<file path="config.mk">
export PLATFORM = sky130hd
export DESIGN_NAME = shrot_unit
export DESIGN_NICKNAME = d
export VERILOG_FILES = /design/src/rtl/shrot_pkg.sv /design/src/rtl/shrot_datapath.sv /design/src/rtl/shrot_flagcalc.sv /design/src/rtl/shrot_outstage.sv /design/src/rtl/shrot_unit.sv
export SDC_FILE = /design/constraint.sdc
export NUM_CORES = 1
export LEC_CHECK = 0
export BUFFER_PORTS_ARGS = -buffer_cell sky130_fd_sc_hd__buf_4
export CORE_ASPECT_RATIO = 0.6
export CORE_MARGIN = 2
export CORE_UTILIZATION = 40
export CTS_CLUSTER_DIAMETER = 30
export DETAILED_ROUTE_END_ITERATION = 16
export PLACE_DENSITY = 0.72
export SYNTH_ARGS = -nofsm -noshare
export SYNTH_HDL_FRONTEND = slang
export SYNTH_SLANG_ARGS = --single-unit
</file>
<file path="constraint.sdc">
create_clock -name clk -period 1.01 [get_ports clk]
set_input_delay 0.101 -clock clk [delete_from_list [all_inputs] [get_ports clk]]
set_output_delay 0.101 -clock clk [all_outputs]
set_load 0.01 [all_outputs]
</file>
<file path="src/rtl/shrot_pkg.sv">
package shrot_pkg;

   typedef enum logic [2:0] {
      OP_LSL  = 3'd0,
      OP_LSR  = 3'd1,
      OP_ROL  = 3'd2,
      OP_ROR  = 3'd3,
      OP_ASR  = 3'd4,
      OP_SWAP = 3'd5,
      OP_RSV6 = 3'd6,
      OP_RSV7 = 3'd7
   } shrot_op_e;

   localparam int unsigned FLAG_CNT = 4;
   localparam int unsigned FLAG_Z   = 0;
   localparam int unsigned FLAG_C   = 1;
   localparam int unsigned FLAG_N   = 2;
   localparam int unsigned FLAG_V   = 3;

   typedef struct packed {
      logic v;
      logic n;
      logic c;
      logic z;
   } shrot_flags_t;

   function automatic logic op_sets_flags(shrot_op_e op);
      return (op == OP_LSL) || (op == OP_LSR) || (op == OP_ROL) ||
             (op == OP_ROR) || (op == OP_ASR);
   endfunction

endpackage

</file>
<file path="src/rtl/shrot_datapath.sv">
module shrot_datapath
   import shrot_pkg::*;
#(
   parameter int unsigned DATA_W = 8
) (
   input  shrot_op_e          op,
   input  logic [DATA_W-1:0]  operand,
   input  logic               carry_in,
   output logic [DATA_W-1:0]  result,
   output logic               carry_out
);

   localparam int unsigned MSB  = DATA_W - 1;
   localparam int unsigned HALF = DATA_W / 2;

   logic              left_fill;
   logic              right_fill;
   logic [DATA_W-1:0] left_mv;
   logic [DATA_W-1:0] right_mv;
   logic [DATA_W-1:0] swapped;

   // Fill bit for the vacated end of the byte
   assign left_fill = (op == OP_ROL) ? carry_in : 1'b0;

   always_comb begin
      unique case (op)
         OP_ROR:  right_fill = carry_in;
         OP_ASR:  right_fill = operand[MSB];
         default: right_fill = 1'b0;
      endcase
   end

   // Bit-level wiring of the one-place moves and the half swap
   for (genvar i = 0; i < DATA_W; i++) begin : g_bit
      if (i == 0) begin : g_lo
         assign left_mv[i] = left_fill;
      end else begin : g_lo_mid
         assign left_mv[i] = operand[i-1];
      end
      if (i == MSB) begin : g_hi
         assign right_mv[i] = right_fill;
      end else begin : g_hi_mid
         assign right_mv[i] = operand[i+1];
      end
      assign swapped[i] = operand[(i + HALF) % DATA_W];
   end

   always_comb begin
      unique case (op)
         OP_LSL, OP_ROL: begin
            result    = left_mv;
            carry_out = operand[MSB];
         end
         OP_LSR, OP_ROR, OP_ASR: begin
            result    = right_mv;
            carry_out = operand[0];
         end
         OP_SWAP: begin
            result    = swapped;
            carry_out = carry_in;
         end
         default: begin
            result    = operand;
            carry_out = carry_in;
         end
      endcase
   end

endmodule

</file>
<file path="src/rtl/shrot_flagcalc.sv">
module shrot_flagcalc
   import shrot_pkg::*;
#(
   parameter int unsigned DATA_W = 8
) (
   input  shrot_op_e          op,
   input  logic [DATA_W-1:0]  result,
   input  logic               carry_out,
   output shrot_flags_t       flags,
   output logic [FLAG_CNT-1:0] wr_mask
);

   localparam int unsigned MSB = DATA_W - 1;

   logic upd;
   logic neg;

   assign upd = op_sets_flags(op);
   assign neg = result[MSB];

   always_comb begin
      flags   = '0;
      flags.c = carry_out;
      wr_mask = '0;
      if (upd) begin
         flags.z = (result == '0);
         flags.n = neg;
         flags.v = neg ^ carry_out;
         wr_mask = '1;
      end
   end

endmodule

</file>
<file path="src/rtl/shrot_outstage.sv">
module shrot_outstage #(
   parameter int unsigned WIDTH   = 16,
   parameter bit          OUT_REG = 1'b1
) (
   input  logic             clk,
   input  logic             rst_n,
   input  logic [WIDTH-1:0] d,
   output logic [WIDTH-1:0] q
);

   if (OUT_REG) begin : g_reg
      always_ff @(posedge clk or negedge rst_n) begin
         if (!rst_n) q <= '0;
         else        q <= d;
      end
   end else begin : g_wire
      assign q = d;
   end

endmodule

</file>
<file path="src/rtl/shrot_unit.sv">
module shrot_unit
   import shrot_pkg::*;
#(
   parameter int unsigned DATA_W  = 8,
   parameter bit          OUT_REG = 1'b1
) (
   input  logic              clk,
   input  logic              rst_n,
   input  logic [2:0]        op_sel,
   input  logic [DATA_W-1:0] operand,
   input  logic              carry_in,
   output logic [DATA_W-1:0] result,
   output logic              flag_z,
   output logic              flag_c,
   output logic              flag_n,
   output logic              flag_v,
   output logic [3:0]        flag_wr
);

   localparam int unsigned MSB   = DATA_W - 1;
   localparam int unsigned PIPE_W = DATA_W + $bits(shrot_flags_t) + FLAG_CNT;

   if (DATA_W < 2)       begin : g_chk_w   $error("shrot_unit: DATA_W must be at least 2"); end
   if (DATA_W % 2 != 0)  begin : g_chk_ev  $error("shrot_unit: DATA_W must be even for the half swap"); end

   shrot_op_e                op;
   logic [DATA_W-1:0]        res_c;
   logic                     cout_c;
   shrot_flags_t             flg_c;
   logic [FLAG_CNT-1:0]      wr_c;
   logic [PIPE_W-1:0]        pipe_d;
   logic [PIPE_W-1:0]        pipe_q;
   shrot_flags_t             flg_q;

   assign op = shrot_op_e'(op_sel);

   shrot_datapath #(.DATA_W(DATA_W)) u_dp (
      .op        (op),
      .operand   (operand),
      .carry_in  (carry_in),
      .result    (res_c),
      .carry_out (cout_c)
   );

   shrot_flagcalc #(.DATA_W(DATA_W)) u_fl (
      .op        (op),
      .result    (res_c),
      .carry_out (cout_c),
      .flags     (flg_c),
      .wr_mask   (wr_c)
   );

   assign pipe_d = {res_c, flg_c, wr_c};

   shrot_outstage #(.WIDTH(PIPE_W), .OUT_REG(OUT_REG)) u_out (
      .clk   (clk),
      .rst_n (rst_n),
      .d     (pipe_d),
      .q     (pipe_q)
   );

   assign {result, flg_q, flag_wr} = pipe_q;
   assign flag_z = flg_q.z;
   assign flag_c = flg_q.c;
   assign flag_n = flg_q.n;
   assign flag_v = flg_q.v;

   if (OUT_REG) begin : g_props
      p_lsl_carry_r1: assert property (@(posedge clk) disable iff (!rst_n)
         (op_sel == 3'd0) |=> (flag_c == $past(operand[MSB])) && (result[0] == 1'b0));
      p_ror_fill_r4: assert property (@(posedge clk) disable iff (!rst_n)
         (op_sel == 3'd3) |=> (result[MSB] == $past(carry_in)) && (flag_c == $past(operand[0])));
      p_asr_sign_r5: assert property (@(posedge clk) disable iff (!rst_n)
         (op_sel == 3'd4) |=> (result[MSB] == $past(operand[MSB])));
      p_swap_quiet_r6: assert property (@(posedge clk) disable iff (!rst_n)
         (op_sel == 3'd5) |=> (flag_wr == 4'b0000) && (flag_c == $past(carry_in)));
      p_zero_flag_r7: assert property (@(posedge clk) disable iff (!rst_n)
         flag_wr[FLAG_Z] |-> (flag_z == (result == '0)) && (flag_n == result[MSB]));
      p_ovf_xor_r8: assert property (@(posedge clk) disable iff (!rst_n)
         flag_wr[FLAG_V] |-> (flag_v == (flag_n ^ flag_c)));
      p_mask_all_r9: assert property (@(posedge clk) disable iff (!rst_n)
         (op_sel <= 3'd4) |=> (flag_wr == 4'b1111));
      p_rsv_pass_r10: assert property (@(posedge clk) disable iff (!rst_n)
         (op_sel >= 3'd6) |=> (result == $past(operand)) && (flag_wr == 4'b0000));
   end

endmodule

</file>
[Yosys cells after proc, flatten, opt, wreduce, memory -nomap -nowiden]
Index checks and enable logic that the tools add are counted.
Cells by class
  equality and inequality tests: 5
  muxes and demuxes: 7
  bitwise operators: 1
  reductions and logical operators: 8
Operators by type and width (number)
  $pmux W8 S3: 1
  $logic_not A8 Y1: 1
  $eq A3 B2 Y1 const B: 2
  $eq A3 B3 Y1 const B: 2
  $logic_or A1 B1 Y1: 4
  $mux W4: 1
  $pmux W1 S2: 2
  $eq A3 B1 Y1 const B: 1
  $logic_not A3 Y1: 1
  $reduce_or A3 Y1: 1
  $mux W1: 2
  $mux W2: 1
  $reduce_or A2 Y1: 1
  $xor A1 B1 Y1: 1
Word-level totals
  bits in registers: 16
  bits of input ports: 14
  output and inout port bits: 16
  logic and storage cells: 22

[Logic depth before layout (Yosys ltp)]
Gate-level depths: netlist of the first run.
  depth after elaboration: 6
  mapped depth: 7
  depth with buffers taken out: 5

[Hierarchy]
Synthesis of the first run repeated with hierarchy kept, for this count alone.
Second synthesis, totals
  cell total of the unflattened synthesis: 81
  area total of the unflattened synthesis: 839.6 sq um
By module, submodules not included
  shrot_outstage: instances 1, cells each 16, area an instance 400.4 sq um, sequential area each 400.4 sq um
  shrot_datapath: instances 1, cells each 53, area an instance 355.3 sq um, sequential area each 0.0 sq um
  shrot_flagcalc: instances 1, cells each 12, area an instance 83.8 sq um, sequential area each 0.0 sq um

[Worst setup path after synthesis of the first run]
Ideal clock, no wire load.
  path kind: input -> register
  from: input port op_sel[0]
  to: register u_out.q[4]
  library setup time: 100 ps
  arrival time: 1205 ps
  required time: 910 ps
  path slack: -295 ps
  cell stages on the path: 5
  buffers on the path: 1
  cell sequence: buf_6 -> mux2_4 -> o22a_1 -> a211o_1 -> nor4bb_1
RTL lines
  start: declaration: RTL line shrot_unit.sv:9  | input logic [2:0] op_sel,
  end signal: assignment: RTL line shrot_outstage.sv:13  | if (!rst_n) q <= '0;
  end signal: assignment: RTL line shrot_outstage.sv:14  | else q <= d;
  end: declaration: RTL line shrot_outstage.sv:8  | output logic [WIDTH-1:0] q

==> results of run 1 <==
## critical path, stage by stage
cell and delay, ns:
buf_4 0.12, bufbuf_16 0.27, nand2b_1 0.07, o211ai_1 0.10
o211ai_1 0.17, o21ai_1 0.18, nor4bb_1 0.29
## timing repair
item                                   CTS  global route
gates resized for setup                 19             2
setup endpoints to repair                2             2
buffers inserted                         2             1
endpoints found under the hold margin   13             0
gates cloned                             2             0
hold buffers                             1             0
pin swaps                                7             3
## cells by family (layout without fill, tap and decap cells)
group           Yosys count  count (layout)  synth area share [%]
mux                       4               4                  5.11
buf+inv                  14              78                  8.84
compound gates           42              42                  31.9
xor+xnor                  1               1                 0.967
flops                    13              13                  35.9
simple gates             30              30                  17.3
## synthesized netlist by cell type, drive strengths merged (2+ instances only)
| master | n |
|---|---|
| buf | 10 |
| nor2 | 7 |
| nand2b | 2 |
| a21o | 2 |
| o211ai | 3 |
| nor2b | 5 |
| mux2i | 2 |
| inv | 4 |
| mux2 | 2 |
| a21oi | 7 |
| nand2 | 9 |
| o21ai | 9 |
| o21a | 2 |
| o22ai | 4 |
| a31oi | 2 |
| and3 | 2 |
| a211oi | 6 |
| o32ai | 2 |
| dfrtp | 13 |
## per-stage QoR
stage	setup slack [ns]	util, %	hold slack, ns
2_1_floorplan	-0.245	-	-0.195
3_3_place_gp	-0.431	64.2	-0.0542
3_5_place_dp	-0.437	64.2	-0.0483
4_1_cts	-0.0735	73.5	0.143
5_1_grt	-0.227	74.4	0.147
6_report	-0.148	74.4	0.156
## cell type report
class | instances | area (um^2)
Sequential cell | 13 | 325
Timing Repair Buffer | 70 | 609
Inverter | 4 | 15.0
Tap cell | 30 | 37.5
Multi-Input combinational cell | 77 | 564
Fill cell | 148 | 551
Clock buffer | 4 | 45.0
## layer usage
layer | track usage (%) | wire length, um | vias to the layer above
met5 | 0 | 0 | -
li1 | - | - | 508
met3 | 4.95 | 449 | 12
met1 | 34.7 | 1370 | 539
met4 | 15.1 | 97 | 0
met2 | 46.2 | 1560 | 97
## worst max path at each step
stage	slack [ns]	to	cells after the start
floorplan	-0.24	u_out.q[4]	5
global placement	-0.43	u_out.q[4]	6
detailed placement	-0.44	u_out.q[4]	6
CTS	-0.07	u_out.q[4]	6
global route	-0.23	u_out.q[4]	7
finish	-0.15	u_out.q[4]	7
## where the power goes
group	total (W)	internal (W)	switching, W
logic	0.000675	0.000369	0.000306
clock network	0.000470	0.000279	0.000191
registers	0.000585	0.000568	0.0000167
==> flow_summary.json, run 1 <==
{
  "status": "finished with violations",
  "failed_checks": "setup timing",
  "dieArea_um2": 2670,
  "area_delta_synth_final_pct": 76.2,
  "drive_gt1_share_pct": 51.2,
  "synth-seq-cells": 13,
  "crit_start": "op_sel[2]",
  "powerDensity_nw_per_um2": 1080,
  "layout_common_cells": "buf_4, dfrtp_1, nand2_1, o21ai_0, nor2_1",
  "fin_ws_ns": -0.148,
  "ios": 30,
  "path_class": "in2reg",
  "coreArea_um2": 2150,
  "postSynthCellCount": 104,
  "synthFlopType": "dfrtp_1",
  "reg_top3": "u_out.q (13)",
  "diodes": 0,
  "stdcell_count": 198,
  "placed_cells": 189,
  "synth_largest_area_cell": "dfrtp_1",
  "cts_root_buf": "clkbuf_8",
  "drt-total-wl_um": 3490,
  "crit_path_max_fanout": 10,
  "vias_per_cell": 5.84,
  "yosys_warnings": 0,
  "num_vias": 1156,
  "total_leakage_power_nw": 0.766,
  "fin_crit_ns": 1.16,
  "post-route-period-util_pct": 115,
  "overflow": 0,
  "ys_types": 35,
  "whs_path_depth": 2,
  "post_drt_wl_per_cell_um": 17.6,
  "cp.required_ns": 1.16,
  "synthArstFlopShare_pct": 100,
  "dpl_cell_area_um2": 1380,
  "synth_area_leaders": "dfrtp_1, o21ai_0, a211oi_1, a21oi_1, nand2_1",
  "portBuffers": 29,
  "gp_congestion": 0.843,
  "finalNetCount": 183,
  "synth_edf_count": 0,
  "final_cell_area_um2": 1600,
  "largest_reg_flops": 13,
  "p_total_w": 0.00173,
  "holdPathEnd": "u_out.q[8]",
  "antenna_found_initial": 0,
  "start_kind": "input pin",
  "grt_pass1_wl_um": 5060,
  "rsz0062_at_grt": "true",
  "die_y_um": 40.9,
  "tns_ns": -0.199,
  "finalHoldViolCount": 0,
  "drt_iter0_drc": 92,
  "drc_errors": 0,
  "synthesis.nets": 118,
  "setup_violations": 2,
  "worstHoldPathType": "in2reg",
  "clockBufferDepth": 2,
  "htree_levels": 1,
  "grt_pass1_vias": 1034,
  "clkSinkCount": 13,
  "layout_commonest_cell": "buf_4",
  "fp-row-count": 13,
  "min-delay-start": "operand[0]",
  "clkTransAtPathRegs_ns": 0.06,
  "cts_buffers": 3,
  "tightest_slew_ns": 0.369,
  "netlist_area_um2": 906,
  "grt.total_usage_pct": 27.3,
  "relSlewSlack_pct": 75.1,
  "hpwlAfterDp_um": 2280,
  "dr.pass1.iters": 4,
  "cp.arrival_ns": 1.31,
  "synth-seq-area-share_pct": 35.9,
  "drv_cap": 0,
  "synth_top_area_share_pct": 35.9,
  "cts_tree": "yes",
  "initial_core_util_pct": 42.2,
  "grt_max_degree": 14,
  "endpoint_kind": "flip-flop",
  "finalMaxSlewViolations": 0,
  "top_register": "u_out.q",
  "die_x_um": 65.4,
  "peakVddDrop_uv": 511,
  "ant_nets": 0,
  "max_freq_ghz": 0.863,
  "avgSynthCellArea_um2": 8.71
}
No activity file was read; power rests on OpenSTA's default activity.
==> run 2: changes to the inputs <==
--- a/config.mk
+++ b/config.mk
@@ -12,6 +12,7 @@
 export CTS_CLUSTER_DIAMETER = 30
 export DETAILED_ROUTE_END_ITERATION = 16
 export PLACE_DENSITY = 0.72
+export REMOVE_ABC_BUFFERS = 1
 export SYNTH_ARGS = -nofsm -noshare
 export SYNTH_HDL_FRONTEND = slang
 export SYNTH_SLANG_ARGS = --single-unit
==> flow_summary.json, run 2 (synthesized netlist as in run 1, its figures left out) <==
{
  "status": "finished with violations",
  "failed_checks": "setup timing",
  "cts_buffers": 3,
  "num_vias": 1081,
  "ant_nets": 0,
  "powerDensity_nw_per_um2": 1070,
  "die_x_um": 65.4,
  "layout_common_cells": "buf_4, dfrtp_1, nand2_1",
  "ios": 30,
  "coreArea_um2": 2150,
  "p_total_w": 0.00171,
  "endpoint_kind": "flip-flop",
  "peakVddDrop_uv": 490,
  "dp_slack_ns": -0.546,
  "drt-total-wl_um": 3010,
  "placed_cells": 189,
  "gp_congestion": 0.890,
  "post_drt_wl_per_cell_um": 15.0,
  "clkSinkCount": 13,
  "largest_reg_flops": 13,
  "fin_crit_ns": 1.16,
  "overflow": 0,
  "drv_cap": 0,
  "initial_core_util_pct": 42.2,
  "drt_iter0_drc": 68,
  "rsz0062_at_grt": "true",
  "diodes": 0,
  "dr.pass1.iters": 4,
  "fin_ws_ns": -0.155,
  "cts_root_buf": "clkbuf_8",
  "top_register": "u_out.q",
  "grt_pass1_wl_um": 4550,
  "max_freq_ghz": 0.859,
  "grt.total_usage_pct": 23.9,
  "grtUsageMet2_pct": 42.3,
  "fp-row-count": 13,
  "die_y_um": 40.9,
  "finalNetCount": 186,
  "finalMaxSlewViolations": 0,
  "antenna_found_initial": 0,
  "reg_top3": "u_out.q (13)",
  "use_met1_pct": 29.2,
  "relSlewSlack_pct": 77.9,
  "met3_usage_pct": 1.92,
  "htree_levels": 1,
  "clockBufferDepth": 2,
  "tightest_slew_ns": 0.331,
  "finalHoldViolCount": 0,
  "cp.arrival_ns": 1.30,
  "clkTransAtPathRegs_ns": 0.05,
  "drc_errors": 0,
  "grt-busiest-layer": "met2",
  "stdcell_count": 201,
  "dieArea_um2": 2670,
  "grt_pass1_vias": 1002,
  "path_class": "in2reg",
  "area_delta_synth_final_pct": 76.7,
  "total_leakage_power_nw": 0.772,
  "layout_commonest_cell": "buf_4",
  "grt_max_degree": 14,
  "portBuffers": 29,
  "hpwlAfterDp_um": 2110,
  "tns_ns": -0.346,
  "vias_per_cell": 5.38,
  "crit_path_max_fanout": 9,
  "start_kind": "input pin",
  "crit_start": "op_sel[1]",
  "cp.required_ns": 1.15,
  "worstHoldPathType": "in2reg",
  "min-delay-start": "operand[5]",
  "post-route-util_pct": 74.5,
  "cts_tree": "yes",
  "setup_violations": 4,
  "post-route-period-util_pct": 115,
  "drive_gt1_share_pct": 53.2
}
## run 2: worst max-delay path, stage by stage
cell,delay [ns]
buf_4,0.11
buf_6,0.14
inv_1,0.08
o21ai_1,0.16
o22ai_1,0.15
a211o_1,0.26
nor4bb_2,0.29
## run 2: metal layers
metal | vias to the layer above | part of all wire (%)
met5 | - | 0
met4 | 0 | 2.7
met3 | 9 | 8.3
met2 | 63 | 48
met1 | 499 | 41
li1 | 510 | -
## run 2: final timing paths
check / end / slack, ns / cells past startpoint
max in group asynchronous: u_out.q[14] / 0.61 / 2
worst max-delay path: u_out.q[4] / -0.15 / 7
min in group asynchronous: u_out.q[8] / 0.24 / 2
worst min-delay path: u_out.q[13] / 0.20 / 3
## run 2: report_power, final
| group | internal [W] | switching, W |
|---|---|---|
| registers | 0.000568 | 0.0000139 |
| clock network | 0.000278 | 0.000178 |
| logic | 0.000371 | 0.000296 |
| total | 0.00122 | 0.000488 |
## run 2: final cells by class
type / count / area, um^2
clock buffers: 4 / 45.0
fillers: 160 / 547
inverters: 4 / 15.0
multi-input cells: 77 / 576
flip-flops and latches: 13 / 325
well taps: 30 / 37.5
repair buffers: 73 / 602
## run 2: per-stage QoR
step	instance area, um^2	hold slack (ns)
floorplan	841	-0.195
global placement	1370	-0.0512
detailed placement	1370	-0.0482
CTS	1580	0.186
global route	1600	0.231
finish	1600	0.199
## run 2: timing repair
item / in CTS / in global routing
buffers inserted: 5 / 1
pin swaps: 9 / 3
hold buffers: 1 / 0
gates cloned: 1 / 0
endpoints found under the hold margin: 13 / 0
setup endpoints to repair: 2 / 4
resized for setup: 22 / 5
